==> config.mk <==
export PLATFORM = sky130hd
export DESIGN_NAME = fault_classifier
export DESIGN_NICKNAME = d
export VERILOG_FILES = /design/src/rtl/fc_pkg.sv /design/src/rtl/fc_classify.sv /design/src/rtl/fc_status_fmt.sv /design/src/rtl/fc_status_regs.sv /design/src/rtl/fault_classifier.sv
export SDC_FILE = /design/constraint.sdc
export NUM_CORES = 1
export LEC_CHECK = 0
export CORE_MARGIN = 3
export CORE_UTILIZATION = 36
export CTS_CLUSTER_DIAMETER = 100
export CTS_CLUSTER_SIZE = 8
export DETAILED_ROUTE_END_ITERATION = 10
export HOLD_SLACK_MARGIN = 0.12
export PLACE_DENSITY = 0.76
export SLEW_MARGIN = 5
export SYNTH_ARGS = -nofsm -noshare
export SYNTH_HDL_FRONTEND = slang
export SYNTH_SLANG_ARGS = --single-unit
export TNS_END_PERCENT = 100
==> constraint.sdc <==
create_clock -name clk -period 2 [get_ports clk]
set_input_delay 0.6 -clock clk [delete_from_list [all_inputs] [get_ports clk]]
set_output_delay 0.6 -clock clk [all_outputs]
set_load 0.05 [all_outputs]
==> src/rtl/fc_pkg.sv <==
package fc_pkg;
  localparam int FC_W = 16;

  typedef enum logic [2:0] {
    FC_NONE  = 3'd0,
    FC_PAGE  = 3'd1,
    FC_KERN  = 3'd2,
    FC_WPROT = 3'd3,
    FC_UIO   = 3'd4
  } fc_class_e;

  typedef enum logic [1:0] {
    SZ_BYTE = 2'b00,
    SZ_WORD = 2'b01,
    SZ_LONG = 2'b10,
    SZ_RSVD = 2'b11
  } fc_size_e;

  typedef struct packed {
    logic [FC_W-1:0] gen;
    logic [FC_W-1:0] bs0;
    logic [FC_W-1:0] bs1;
  } fc_stat_t;

  localparam logic [FC_W-1:0] FC_IDLE   = 16'hFFFF;
  localparam logic [FC_W-1:0] FC_PIE_BIT = 16'h0400;

  // Status code for a class; read accesses also set bit 14
  function automatic logic [FC_W-1:0] fc_gen_code(fc_class_e cls, logic wr);
    logic [FC_W-1:0] c;
    case (cls)
      FC_PAGE:           c = 16'h8BFF;
      FC_KERN, FC_WPROT: c = 16'h9BFF;
      FC_UIO:            c = 16'h9AFF;
      default:           c = FC_IDLE;
    endcase
    if (!wr) c = c | 16'h4000;
    return c;
  endfunction
endpackage

==> src/rtl/fc_classify.sv <==
module fc_classify #(
  parameter int ADDR_W = 24,
  parameter logic [ADDR_W-1:0] RAM_TOP  = 24'h3FFFFF,
  parameter logic [ADDR_W-1:0] KERN_TOP = 24'h07FFFF,
  parameter logic [ADDR_W-1:0] IO_BASE  = 24'h400000
) (
  input  logic [ADDR_W-1:0] addr,
  input  logic              wr,
  input  logic              sup,
  input  logic [1:0]        pg_stat,
  input  logic              pg_wren,
  output fc_pkg::fc_class_e cls
);
  import fc_pkg::*;

  logic in_ram, in_kern, in_io, absent;

  assign in_ram  = (addr <= RAM_TOP);
  assign in_kern = (addr <= KERN_TOP);
  assign in_io   = (addr >= IO_BASE);
  assign absent  = (pg_stat == 2'b00);

  // Ranked decision: earlier branch wins
  always_comb begin
    if (in_ram && absent)                 cls = FC_PAGE;
    else if (!sup && in_kern)             cls = FC_KERN;
    else if (!sup && wr && in_ram && !pg_wren) cls = FC_WPROT;
    else if (!sup && in_io)               cls = FC_UIO;
    else                                  cls = FC_NONE;
  end
endmodule

==> src/rtl/fc_status_fmt.sv <==
module fc_status_fmt #(
  parameter int ADDR_W = 24
) (
  input  fc_pkg::fc_class_e cls,
  input  logic              wr,
  input  logic [1:0]        size,
  input  logic [ADDR_W-1:0] addr,
  input  logic              pie,
  output fc_pkg::fc_stat_t  word
);
  import fc_pkg::*;

  localparam int HI_W = ADDR_W - 16;

  logic [FC_W-1:0] lane_code;
  logic [FC_W-1:0] hi_addr;

  always_comb begin
    if (fc_size_e'(size) == SZ_BYTE) lane_code = addr[0] ? 16'h7E00 : 16'h7D00;
    else                             lane_code = 16'h7C00;
  end

  assign hi_addr = {{(FC_W-HI_W){1'b0}}, addr[ADDR_W-1:16]};

  assign word.gen = fc_gen_code(cls, wr) | (pie ? FC_PIE_BIT : '0);
  assign word.bs0 = lane_code | hi_addr;
  assign word.bs1 = addr[15:0];
endmodule

==> src/rtl/fc_status_regs.sv <==
module fc_status_regs #(
  parameter int NREG = 3,
  parameter int W    = 16,
  parameter logic [W-1:0] CLR_VAL = '1
) (
  input  logic                   clk,
  input  logic                   rst_n,
  input  logic                   load,
  input  logic                   clr,
  input  logic [NREG-1:0][W-1:0] d,
  output logic [NREG-1:0][W-1:0] q
);
  // Capture has precedence over clear so an error is never dropped
  for (genvar i = 0; i < NREG; i++) begin : g_reg
    always_ff @(posedge clk) begin
      if (!rst_n)    q[i] <= CLR_VAL;
      else if (load) q[i] <= d[i];
      else if (clr)  q[i] <= CLR_VAL;
    end
  end
endmodule

==> src/rtl/fault_classifier.sv <==
module fault_classifier #(
  parameter int ADDR_W = 24,
  parameter logic [ADDR_W-1:0] RAM_TOP  = 24'h3FFFFF,
  parameter logic [ADDR_W-1:0] KERN_TOP = 24'h07FFFF,
  parameter logic [ADDR_W-1:0] IO_BASE  = 24'h400000
) (
  input  logic              clk,
  input  logic              rst_n,
  input  logic              acc_valid,
  input  logic [ADDR_W-1:0] acc_addr,
  input  logic [1:0]        acc_size,
  input  logic              acc_write,
  input  logic              cpu_super,
  input  logic [1:0]        pg_stat,
  input  logic              pg_wren,
  input  logic              parity_ie,
  input  logic              stat_clr,
  output logic              fault_o,
  output logic              berr_o,
  output logic [15:0]       gen_stat,
  output logic [15:0]       bus_stat0,
  output logic [15:0]       bus_stat1
);
  import fc_pkg::*;

  localparam int NREG = 3;

  fc_class_e cls;
  fc_stat_t  word;
  logic      refuse;
  logic [NREG-1:0][FC_W-1:0] reg_d, reg_q;

  fc_classify #(
    .ADDR_W(ADDR_W), .RAM_TOP(RAM_TOP), .KERN_TOP(KERN_TOP), .IO_BASE(IO_BASE)
  ) u_cls (
    .addr(acc_addr), .wr(acc_write), .sup(cpu_super),
    .pg_stat(pg_stat), .pg_wren(pg_wren), .cls(cls)
  );

  fc_status_fmt #(.ADDR_W(ADDR_W)) u_fmt (
    .cls(cls), .wr(acc_write), .size(acc_size), .addr(acc_addr),
    .pie(parity_ie), .word(word)
  );

  assign refuse = acc_valid && (cls != FC_NONE);
  assign reg_d  = {word.bs1, word.bs0, word.gen};

  fc_status_regs #(.NREG(NREG), .W(FC_W), .CLR_VAL(FC_IDLE)) u_regs (
    .clk(clk), .rst_n(rst_n), .load(refuse), .clr(stat_clr),
    .d(reg_d), .q(reg_q)
  );

  assign gen_stat  = reg_q[0];
  assign bus_stat0 = reg_q[1];
  assign bus_stat1 = reg_q[2];

  always_ff @(posedge clk) begin
    if (!rst_n) begin
      fault_o <= 1'b0;
      berr_o  <= 1'b0;
    end else begin
      berr_o  <= refuse;
      fault_o <= refuse && (cls != FC_UIO);
    end
  end
endmodule

* After elaboration in Yosys (flattened, before gate mapping) *
Index checks and enable logic that the tools add are counted.

operators by class
  equality and inequality tests = 5
  multiplexer cells = 13
  magnitude comparators = 3
  bitwise logic cells = 2
  reductions and logical operators = 15

operators with widths
  kind                  number
  $mux 16               5
  $pmux 15 s3           1
  $ge 24x23->1 const B  1
  $le 24x19->1 const B  1
  $le 24x22->1 const B  1
  $or 16x16->16         1
  $or 16x8->16          1
  $mux 15               1
  $mux 3                4
  $mux 11               1
  $mux 10               1
  $logic_and 1x1->1     8
  $eq 3x2->1 const B    2
  $logic_not 2->1       2
  $eq 3x1->1 const B    1
  $eq 3x3->1 const B    1
  $ne 3x3->1 const B    1
  $reduce_bool 3->1     1
  $logic_not 1->1       2
  $reduce_bool 2->1     1
  $reduce_or 2->1       1

word-level totals
  word-level logic and storage cells = 43
  register bits = 50
  input port bits = 36
  output and inout bits = 50

* Longest topological paths before layout *
  word-level depth = 13
  mapped depth = 6
  depth with buffers taken out = 4

* Modules after synthesis *
From an unflattened synthesis, not the netlist that was laid out.

unflattened totals
  cell total of the unflattened synthesis = 280
  area total of the unflattened synthesis = 2648.8 um^2

by module, submodules not included
  module            cells an instance  instances  area each (um^2)  seq. area each (um^2)
  fc_status_regs    212                1          2137.0            960.9
  fc_status_fmt     53                 1          376.6             0.0
  fault_classifier  5                  1          70.1              40.0
  fc_classify       10                 1          65.1              0.0

* Worst setup path after synthesis *
No wires, ideal clock.

  kind = input to register
  start point = input port acc_addr[19]
  end point = register u_regs.q[22] (netlist name)
  stages on the path = 6
  library setup time = 0.130 ns
  path buffers = 2
  arrival time = 1.825 ns
  data required time = 1.870 ns
  path slack = 0.045 ns
  cell sequence = or3_1 > a31o_1 > buf_6 > buf_6 > a211oi_1 > o21ai_1

between the ends
  cells in the longest elaborated chain, start to end = 9
  elaborated cells between the ends (all ways) = 16
  classes of those cells = order compare: 3; mux: 5; reduce/logical: 8

ends and longest elaborated chain
  item                                          RTL line                              RTL
  start, declared                               fault_classifier.sv:10                input logic [ADDR_W-1:0] acc_addr,
  $ge 24x23->1 or $le 24x22->1 (tied branches)  fc_classify.sv:20, fc_classify.sv:18
  $logic_and 1x1->1 (on tied branches)          fc_classify.sv:28, fc_classify.sv:27
  $mux 3 or $logic_and 1x1->1 (tied branches)   fc_classify.sv:28, fc_classify.sv:27
  $mux 3                                        fc_classify.sv:27                     else if (!sup && wr && in_ram && !pg_wren) cls = FC_WPROT;
  $mux 3                                        fc_classify.sv:26                     else if (!sup && in_kern) cls = FC_KERN;
  $mux 3 (*)                                    fc_classify.sv:25                     if (in_ram && absent) cls = FC_PAGE;
  $reduce_bool 3->1 (*)                         fault_classifier.sv:45                assign refuse = acc_valid && (cls != FC_NONE);
  $logic_and 1x1->1 (*)                         fault_classifier.sv:45
  $mux 16 or $reduce_bool 2->1 (tied branches)  n/a
  end signal, assigned by index                 fc_status_regs.sv:17                  else if (load) q[i] <= d[i];
  end, declared                                 fc_status_regs.sv:11                  output logic [NREG-1:0][W-1:0] q

Every way passes the cells marked *; elsewhere a longest branch is shown, timed or not.
A chain may end at the register's enable or synchronous reset.

* Final worst setup path *
  start point = input port acc_addr[20]
  end point = register u_regs.q[34] (netlist name)

The elaborated chain is that of the path after synthesis.

==> results.json <==
{
  "clk_pin_slew_worst_paths_ps": 70,
  "num_vias": 1686,
  "reg2reg_depth": 2,
  "place_hpwl_mm": 3.67,
  "startpoint_type": "input pin",
  "coreArea_um2": 4500,
  "r2r-end": "u_regs.q[8]",
  "area_growth_pct": 59.7,
  "path_cells": "clkdlybuf4s50_1 > or3_4 > a31o_4 > buf_4 > a211oi_2 > o21ai_1",
  "fill_cells": 397,
  "grt_pass1_vias": 1624,
  "arrival_ps": 2120,
  "final_nets": 306,
  "numPortBuffers": 69,
  "die_area_um2": 5680,
  "cts_root_buffer": "clkbuf_8",
  "avgSynthCellArea_um2": 9.57,
  "clock_sinks": 34,
  "drc_errors": 0,
  "drive_gt1_frac": 0.406,
  "fin_cells": 323,
  "clock.fmax_mhz": 513,
  "min-delay-start": "u_regs.q[14]",
  "detail_route.wl_per_cell_um": 15.8,
  "period_share": 0.974,
  "path_max_fanout": 5,
  "use_met2": 0.286,
  "initialDrtViolationCount": 99,
  "wl_mm": 5.11,
  "slew_viol_final": 0,
  "synth_area_um2": 1730,
  "worstPathRequired_ps": 2180,
  "place_inst": 315,
  "dr.pass1.iters": 4,
  "place_area_um2": 2500,
  "power_density_nw_per_um2": 730,
  "reg2reg_from": "u_regs.q[8]",
  "r2r_setup_slack_ps": 1080,
  "cts_buffers": 5,
  "num_rows": 24,
  "htreeDepth": 2,
  "p_leak_nw": 1.05,
  "antenna_found_initial": 0,
  "fin_area_um2": 2770,
  "yosys_warnings": 0,
  "synth_seq_cells": 34,
  "grt_pass1_wl_mm": 7.78,
  "vdd_drop_max_uv": 468,
  "io_pins": 86,
  "hold_end": "u_regs.q[14]",
  "final_hold_viol_count": 0,
  "cts_tree": "done",
  "post_cts_buffers": 0,
  "grt_max_degree": 17,
  "start_util": 0.385,
  "clk_latency_ps": 290,
  "post-route-util": 0.614,
  "status": "finished clean",
  "critPathCaptureType": "register",
  "min_period_ps": 1950,
  "die_w_um": 75.4,
  "path_class": "in -> reg",
  "grt_use_met3": 0.0528,
  "holdBufCountCts": 0,
  "synth_cells": 181,
  "crit_slowest_cell": "clkdlybuf4s50_1",
  "min_delay_path_depth": 1,
  "max_stage_delay_ps": 430,
  "maxCapViolations": 0,
  "synthDistinctLibCells": 31,
  "final_cell_mix": "buf_4 (62), dfxtp_1 (34), clkdlybuf4s50_1 (29)",
  "drtAntennaViolNets": 0,
  "vias_per_cell": 5.22,
  "gr-usage-met1": 0.234,
  "cts_buffer_depth": 2,
  "rsz0062_at_grt": "no",
  "busiest_layer": "met2",
  "hold_class": "reg -> reg",
  "layout_commonest_cell": "buf_4",
  "final.setup_skew_ps": 0,
  "die_h_um": 75.4,
  "finalSetupViolations": 0,
  "grt_usage": 0.185,
  "gp_congestion": 0.811,
  "n_antenna_cell": 0,
  "ys_seq_area_frac": 0.393,
  "grt_overflow_total": 0
}
layer usage:
metal / share of wire / routed length (um) / up-vias
met5: 0 / 0 / -
met4: 0.019 / 96 / 0
met3: 0.077 / 393 / 8
met2: 0.47 / 2410 / 62
met1: 0.43 / 2210 / 780
li1: - / - / 836
synth_stat cells, drive strengths merged:
cell type / n / area (um^2)
nand4: 3 / 33.8
or4: 1 / 11.3
clkbuf: 6 / 22.5
a31o: 1 / 8.76
o41a: 1 / 11.3
o21ai: 28 / 140
nor2: 8 / 30.0
nor3: 1 / 5.00
or3: 1 / 6.26
a31oi: 1 / 6.26
conb: 1 / 3.75
o211ai: 2 / 20.0
and3: 1 / 6.26
nand2b: 1 / 6.26
dfxtp: 34 / 681
a211oi: 50 / 445
buf: 31 / 226
a2111oi: 1 / 8.76
o21a: 1 / 7.51
a21oi: 4 / 27.5
inv: 2 / 7.51
a211o: 1 / 8.76
o31a: 1 / 8.76
layout make-up:
| cell class | count | area [um^2] | area share |
|---|---|---|---|
| multi-input cells | 123 | 941 | 0.340 |
| inverters | 2 | 7.51 | 0.00271 |
| well taps | 52 | 65.1 | 0.0235 |
| repair buffers | 104 | 931 | 0.336 |
| flip-flops and latches | 34 | 681 | 0.246 |
| clock inverters | 2 | 60.1 | 0.0217 |
| clock buffers | 6 | 82.6 | 0.0298 |
logic make-up after synthesis:
logic type,share of synthesized area
compound gates,0.400
buf+inv,0.148
flops,0.393
other cells,0.00216
simple gates,0.0570
worst max-delay path: cells and delay by family:
kind | cells | cell delay, ps
buffers and inverters | 2 | 600
AOI/OAI and AO/OA | 3 | 570
and+or+nand+nor | 1 | 340
sequential cells by signal, summed over array words and instances, names as in the netlist:
| name | count |
|---|---|
| fault_o | 1 |
| berr_o | 1 |
| u_regs.q | 32 |
stage by stage:
stage	total power, mW	TNS [ps]	hold WS (ps)	setup WS, ps
after global routing	2.11	0	519	23.9
after detailed placement	1.21	-11720	489	-411
after global placement	1.21	-10910	490	-362
after floorplan	1.05	0	718	44.9
after CTS	2.02	-47.6	507	-20.3
final	2.02	0	502	52.0
worst max-delay path by stage:
stage | startpoint | end | slack [ps] | depth (start not counted)
finish | acc_addr[20] | u_regs.q[34] | 50 | 6
global route | pg_wren | u_regs.q[46] | 20 | 7
CTS | acc_addr[19] | u_regs.q[22] | -20 | 6
detailed placement | acc_addr[19] | u_regs.q[23] | -410 | 6
global placement | acc_addr[23] | u_regs.q[21] | -360 | 7
floorplan | acc_addr[19] | u_regs.q[22] | 40 | 6
where the power goes:
group | switching, mW | total (mW) | internal (mW)
clock | 0.262 | 0.794 | 0.532
sequential | 0.0154 | 0.721 | 0.705
combinational | 0.315 | 0.504 | 0.189
what timing repair did:
action                     in CTS  in global routing
pin swaps                       6                 10
gates resized for setup        12                 18
setup endpoints to repair      30                 32
Power figures use the tool's default switching activity.
